File: config.mk
export PLATFORM = sky130hd
export DESIGN_NAME = hexcount6
export DESIGN_NICKNAME = d
export VERILOG_FILES = /design/src/rtl/hexcount6.sv
export SDC_FILE = /design/constraint.sdc
export NUM_CORES = 1
export LEC_CHECK = 0
export ABC_CLOCK_PERIOD_IN_PS = 2800
export BUFFER_PORTS_ARGS = -buffer_cell sky130_fd_sc_hd__buf_2
export CAP_MARGIN = 20
export CORE_ASPECT_RATIO = 0.5
export CORE_UTILIZATION = 27
export CTS_BUF_LIST = sky130_fd_sc_hd__clkbuf_2
export CTS_CLUSTER_SIZE = 20
export DETAILED_ROUTE_END_ITERATION = 8
export PLACE_DENSITY = 0.47
export SYNTH_ARGS = -nofsm -noshare
export SYNTH_HDL_FRONTEND = slang
export SYNTH_SLANG_ARGS = --single-unit
File: constraint.sdc
create_clock -name clk -period 2.8 [get_ports clk]
set_input_delay 0.28 -clock clk [delete_from_list [all_inputs] [get_ports clk]]
set_output_delay 0.28 -clock clk [all_outputs]
set_load 0.05 [all_outputs]
File: src/rtl/hexcount6.sv
module hexcount6 #(
  parameter logic [23:0] STEP = 24'd1,
  parameter int SYNC = 2
) (
  input  logic       clk,
  input  logic       rst,
  input  logic       btn,
  output logic [6:0] seg0,
  output logic [6:0] seg1,
  output logic [6:0] seg2,
  output logic [6:0] seg3,
  output logic [6:0] seg4,
  output logic [6:0] seg5
);
  localparam int ND = 6;
  localparam int W  = 4 * ND;

  logic [SYNC-1:0] sq;
  logic            prev;
  logic            pulse;
  logic [W-1:0]    count;
  logic [6:0]      segs [ND];

  function automatic logic [6:0] hex7(input logic [3:0] v);
    logic [6:0] on;
    case (v)
      4'h0: on = 7'h3F;
      4'h1: on = 7'h06;
      4'h2: on = 7'h5B;
      4'h3: on = 7'h4F;
      4'h4: on = 7'h66;
      4'h5: on = 7'h6D;
      4'h6: on = 7'h7D;
      4'h7: on = 7'h07;
      4'h8: on = 7'h7F;
      4'h9: on = 7'h6F;
      4'hA: on = 7'h77;
      4'hB: on = 7'h7C;
      4'hC: on = 7'h39;
      4'hD: on = 7'h5E;
      4'hE: on = 7'h79;
      default: on = 7'h71;
    endcase
    return ~on;
  endfunction

  always_ff @(posedge clk) begin
    if (rst) begin
      sq   <= '1;
      prev <= 1'b1;
    end else begin
      sq   <= {sq[SYNC-2:0], btn};
      prev <= sq[SYNC-1];
    end
  end

  assign pulse = sq[SYNC-1] & ~prev;

  always_ff @(posedge clk) begin
    if (rst)        count <= '0;
    else if (pulse) count <= count + STEP;
  end

  for (genvar g = 0; g < ND; g++) begin : g_dig
    assign segs[g] = hex7(count[4*g +: 4]);
  end

  assign seg0 = segs[0];
  assign seg1 = segs[1];
  assign seg2 = segs[2];
  assign seg3 = segs[3];
  assign seg4 = segs[4];
  assign seg5 = segs[5];
endmodule


# Word-level counts from Yosys, hierarchy flattened
# Memory sizes are Yosys's and may differ from the RTL's. A register that Yosys moved wholly into a read port is not among the register bits.
# Cells that the tools add are included.
# word_totals
in_bits,3
register_bits,27
mem_count,6
rom_bits,672
word_cells,30
out_inout_bits,42
# mem_list
name,depth,word_bits,rd,rd_clocked_by_memory_dff,write_ports,line,text
(name not given),16,7,1,1,0,26,case (v)
(name not given),16,7,1,1,0,26,
(name not given),16,7,1,1,0,26,
(name not given),16,7,1,1,0,26,
(name not given),16,7,1,1,0,26,
(name not given),16,7,1,1,0,26,
# classes
mux,12
add_sub_neg,1
bitwise_logic,8
# op_table
op,count
2-to-1 mux 4 bit,12
inverter 7 bit,6
adder 24 x 1 -> 24 bit (second input constant),1
bitwise AND 1 bit,1
inverter 1 bit,1

# Logic depth before layout (Yosys ltp)
# depth
depth_word,4
mapped_depth,11
depth_no_buf,10

# Worst setup path before layout
# Ideal clock, no wire load.
# synth_timing
path_type,register to register
startpoint,reg prev
endpoint,reg (tool-made name)
required_ns,2.721
n_path_buf,1
synth_period_minus_slack_ns,2.828
path_stages_with_launch,10
t_arrival_ns,2.749
setup_time_ns,0.079
slack_ns,-0.028
path_cell_list,dfxtp_1 nand4b_2 or4_1 buf_2 o31a_1 o21ai_0 inv_1 ha_1 mux2_2 a22oi_1
# synth_rtl
item,line,text
"start, declared",19,logic prev;
"start signal, assigned",53,prev <= sq[SYNC-1];

==> flow_summary_export.csv <==
group,metric,value,unit
synth,yosysTopAreaCellShare,0.343,
place,hpwl,6.52,mm
global_route,grt_max_degree,22,
place,io_buffers,44,
drt,wl_per_cell,11.7,um
cts,clock_path_buffers,2,
cts,clk_pin_slew,0.22,ns
synth,synth_edf_count,0,
floorplan,row_count,31,
synth,ys_seq_area_frac,0.343,
synth,yosys_most_used_dff,"dfxtp_1",
timing,hold_viol,0,
global_route,grt_first_pass_wirelength,15.0,mm
synth,syn_area_per_cell,8.51,um^2
drt,wirelength,8.77,mm
pwr,power,1530,uW
timing,worstMarginPinSlew,0.550,ns
critical_path,cp-end-kind,"flip-flop",
synth,synthArstFlopShare,0,
cts,cts_tree,"yes",
drt,drt_iter0_markers,192,
pwr,intPower,1110,uW
cells_and_area,final_common_cell,"inv_1",
critical_path,critPathMaxFanout,6,
timing,tns,0,ns
floorplan,core,0.0145,mm^2
global_route,grt_pass1_vias,3086,
pwr,ir_drop,108,uV
drt,via_count,3303,
critical_path,regToRegSetupSlack,0.1,ns
outcome,status,"complete, no violations",
critical_path,worst_setup_path_start_kind,"flip-flop",
pwr,seqPwrFrac,0.647,
floorplan,boundaryPins,45,
cells_and_area,layout_common_cells,"73 x inv_1, 66 x dfxtp_1, 44 x buf_2",
cts,ctsHtreeMaxLevel,3,
timing,max_slew_margin,0.630,
cts,ctsRootBufferMaster,"clkbuf_2",
drt,dr.pass1.iters,4,
drt,routed_via_density,4.39,
hold_path,hold_class,"in -> reg",
floorplan,initial_core_util,0.278,
pwr,power.share.combinational,0.033,
pwr,p_leak,0.00229,uW
synth,synth.distinct_cells,59,
hold_path,worstHoldPathCells,2,
critical_path,required,3.26,ns
synth,synth_area_leaders,"dfxtp_1 34%, ha_1 13%, inv_1 6.8%, mux2_2 3.9%, nor2_1 3.9%",
synth,syn-instance-count,474,
flow_run,cap_violations,0,
global_route,antenna_found_initial,0,
synth,syn_nets,518,
pwr,p_per_area,316,mW/mm^2
cells_and_area,syn_to_final_growth,20.3,%
cells_and_area,postLayoutCoreUtil,0.334,
critical_path,cp_data_arrival_time,3.16,ns
critical_path,critical_path_class,"reg -> reg",
drt,drcViolationCount,0,
cells_and_area,drive_above_1_share,0.247,
place,gp_congestion,0.815,
global_route,grt_use_total,0.122,
synth,yosys.area.top_type,"dfxtp_1",
timing,fin_crit,2.70,ns
pwr,p_sw,417,uW
floorplan,dieArea,0.0155,mm^2
cells_and_area,antenna_cells,0,
timing,slew_violations,0,
timing,fmax,370,MHz
critical_path,rr_worst_depth,8,
drt,drtAntennaViolNets,0,
pwr,clkPwrFrac,0.320,
floorplan,die_y,88.4,um
cts,cts_made_buffers,9,
synth,syn-cell-area,0.00403,mm^2
synth,ys_ff_latch,69,
timing,skew,0.0269,ns
pwr,swShare,0.273,
cells_and_area,num-nets-final,593,
cts,cts_setup_buffers,0,
synth,yosysWarnings,0,
floorplan,die_x,175,um
cts,worstSkewPairLatency,0.53,ns
cts,cts.sinks,69,
global_route,overflow,0,
timing,setup_viol,0,
timing,grt_setup_unrepaired,"true",
timing,finalCritPeriodShare,0.965,
[Yosys cell counts, types with 8 or more instances]
cell type	count
nand2_1	22
xnor2_1	12
a2bb2oi_1	8
mux2_2	14
o21ai_0	16
nand3_1	9
dfxtp_1	69
mux2i_1	9
nor4_1	10
clkbuf_1	14
ha_1	41
inv_1	73
nor2_1	42
nor3_1	10
a21oi_1	30
[routing by layer]
layer,share of wire,GRT usage,vias up
li1,-,-,1760
met1,0.55,0.169,1478
met2,0.40,0.182,52
met3,0.033,0.0348,13
met4,0.016,0.0395,0
met5,0,0,-
[power groups by stage]
stage | clock (uW) | combinational, uW | sequential, uW
final | 490 | 49.9 | 991
after global routing | 582 | 55.5 | 993
after CTS | 532 | 49.6 | 991
after detailed placement | 0 | 48.3 | 1010
after global placement | 0 | 48.2 | 1010
after floorplan | 0 | 33.0 | 1010
[timing repair]
item                                    CTS  global route
endpoints found under the setup margin    1            14
hold buffers                              1             0
pin swaps                                 0             1
gates resized for setup                   1             8
endpoints found under the hold margin     1             0
[cell type report]
type	instances	area, um^2
flip-flops and latches	69	1390
well taps	198	248
clock inverters	7	42.5
repair buffers	84	536
multi-input cells	309	2310
fillers	1549	9660
inverters	76	285
clock buffers	9	45.0
[path summary, 6_finish.rpt]
kind | from | end
setup / recovery | count[9] | flip-flop
hold / removal | rst | count[4]
setup reg to reg | count[9] | flip-flop
hold reg to reg | sq[0] | sq[1]
[through the flow]
step                      setup WS, ns  instances  area (um^2)  hold slack, ns
after floorplan                 0.0796        474         4030           0.384
after global placement           0.109        735         4720           0.396
after detailed placement        0.0353        735         4720           0.399
after CTS                      0.00840        752         4820          0.0722
after global routing           -0.0404        752         4850           0.120
final                           0.0977        752         4850           0.140
[worst max-delay path, stage by stage (launching register included)]
cell,delay (ns)
dfxtp_1,0.43
nand4_4,0.14
or4_1,0.62
or4_1,0.56
a21oi_2,0.22
inv_1,0.09
ha_1,0.21
mux2_2,0.26
mux2i_1,0.12
[kinds of logic after synthesis]
group	Yosys count	share of synthesized area
muxes	24	0.0670
and+or+nand+nor	134	0.177
adders and majority gates	41	0.127
buffers and inverters	96	0.0918
AOI/OAI and AO/OA	91	0.153
xor gates and xnor gates	19	0.0413
DFF	69	0.343
Note: power is estimated with default switching activity, not from simulation.
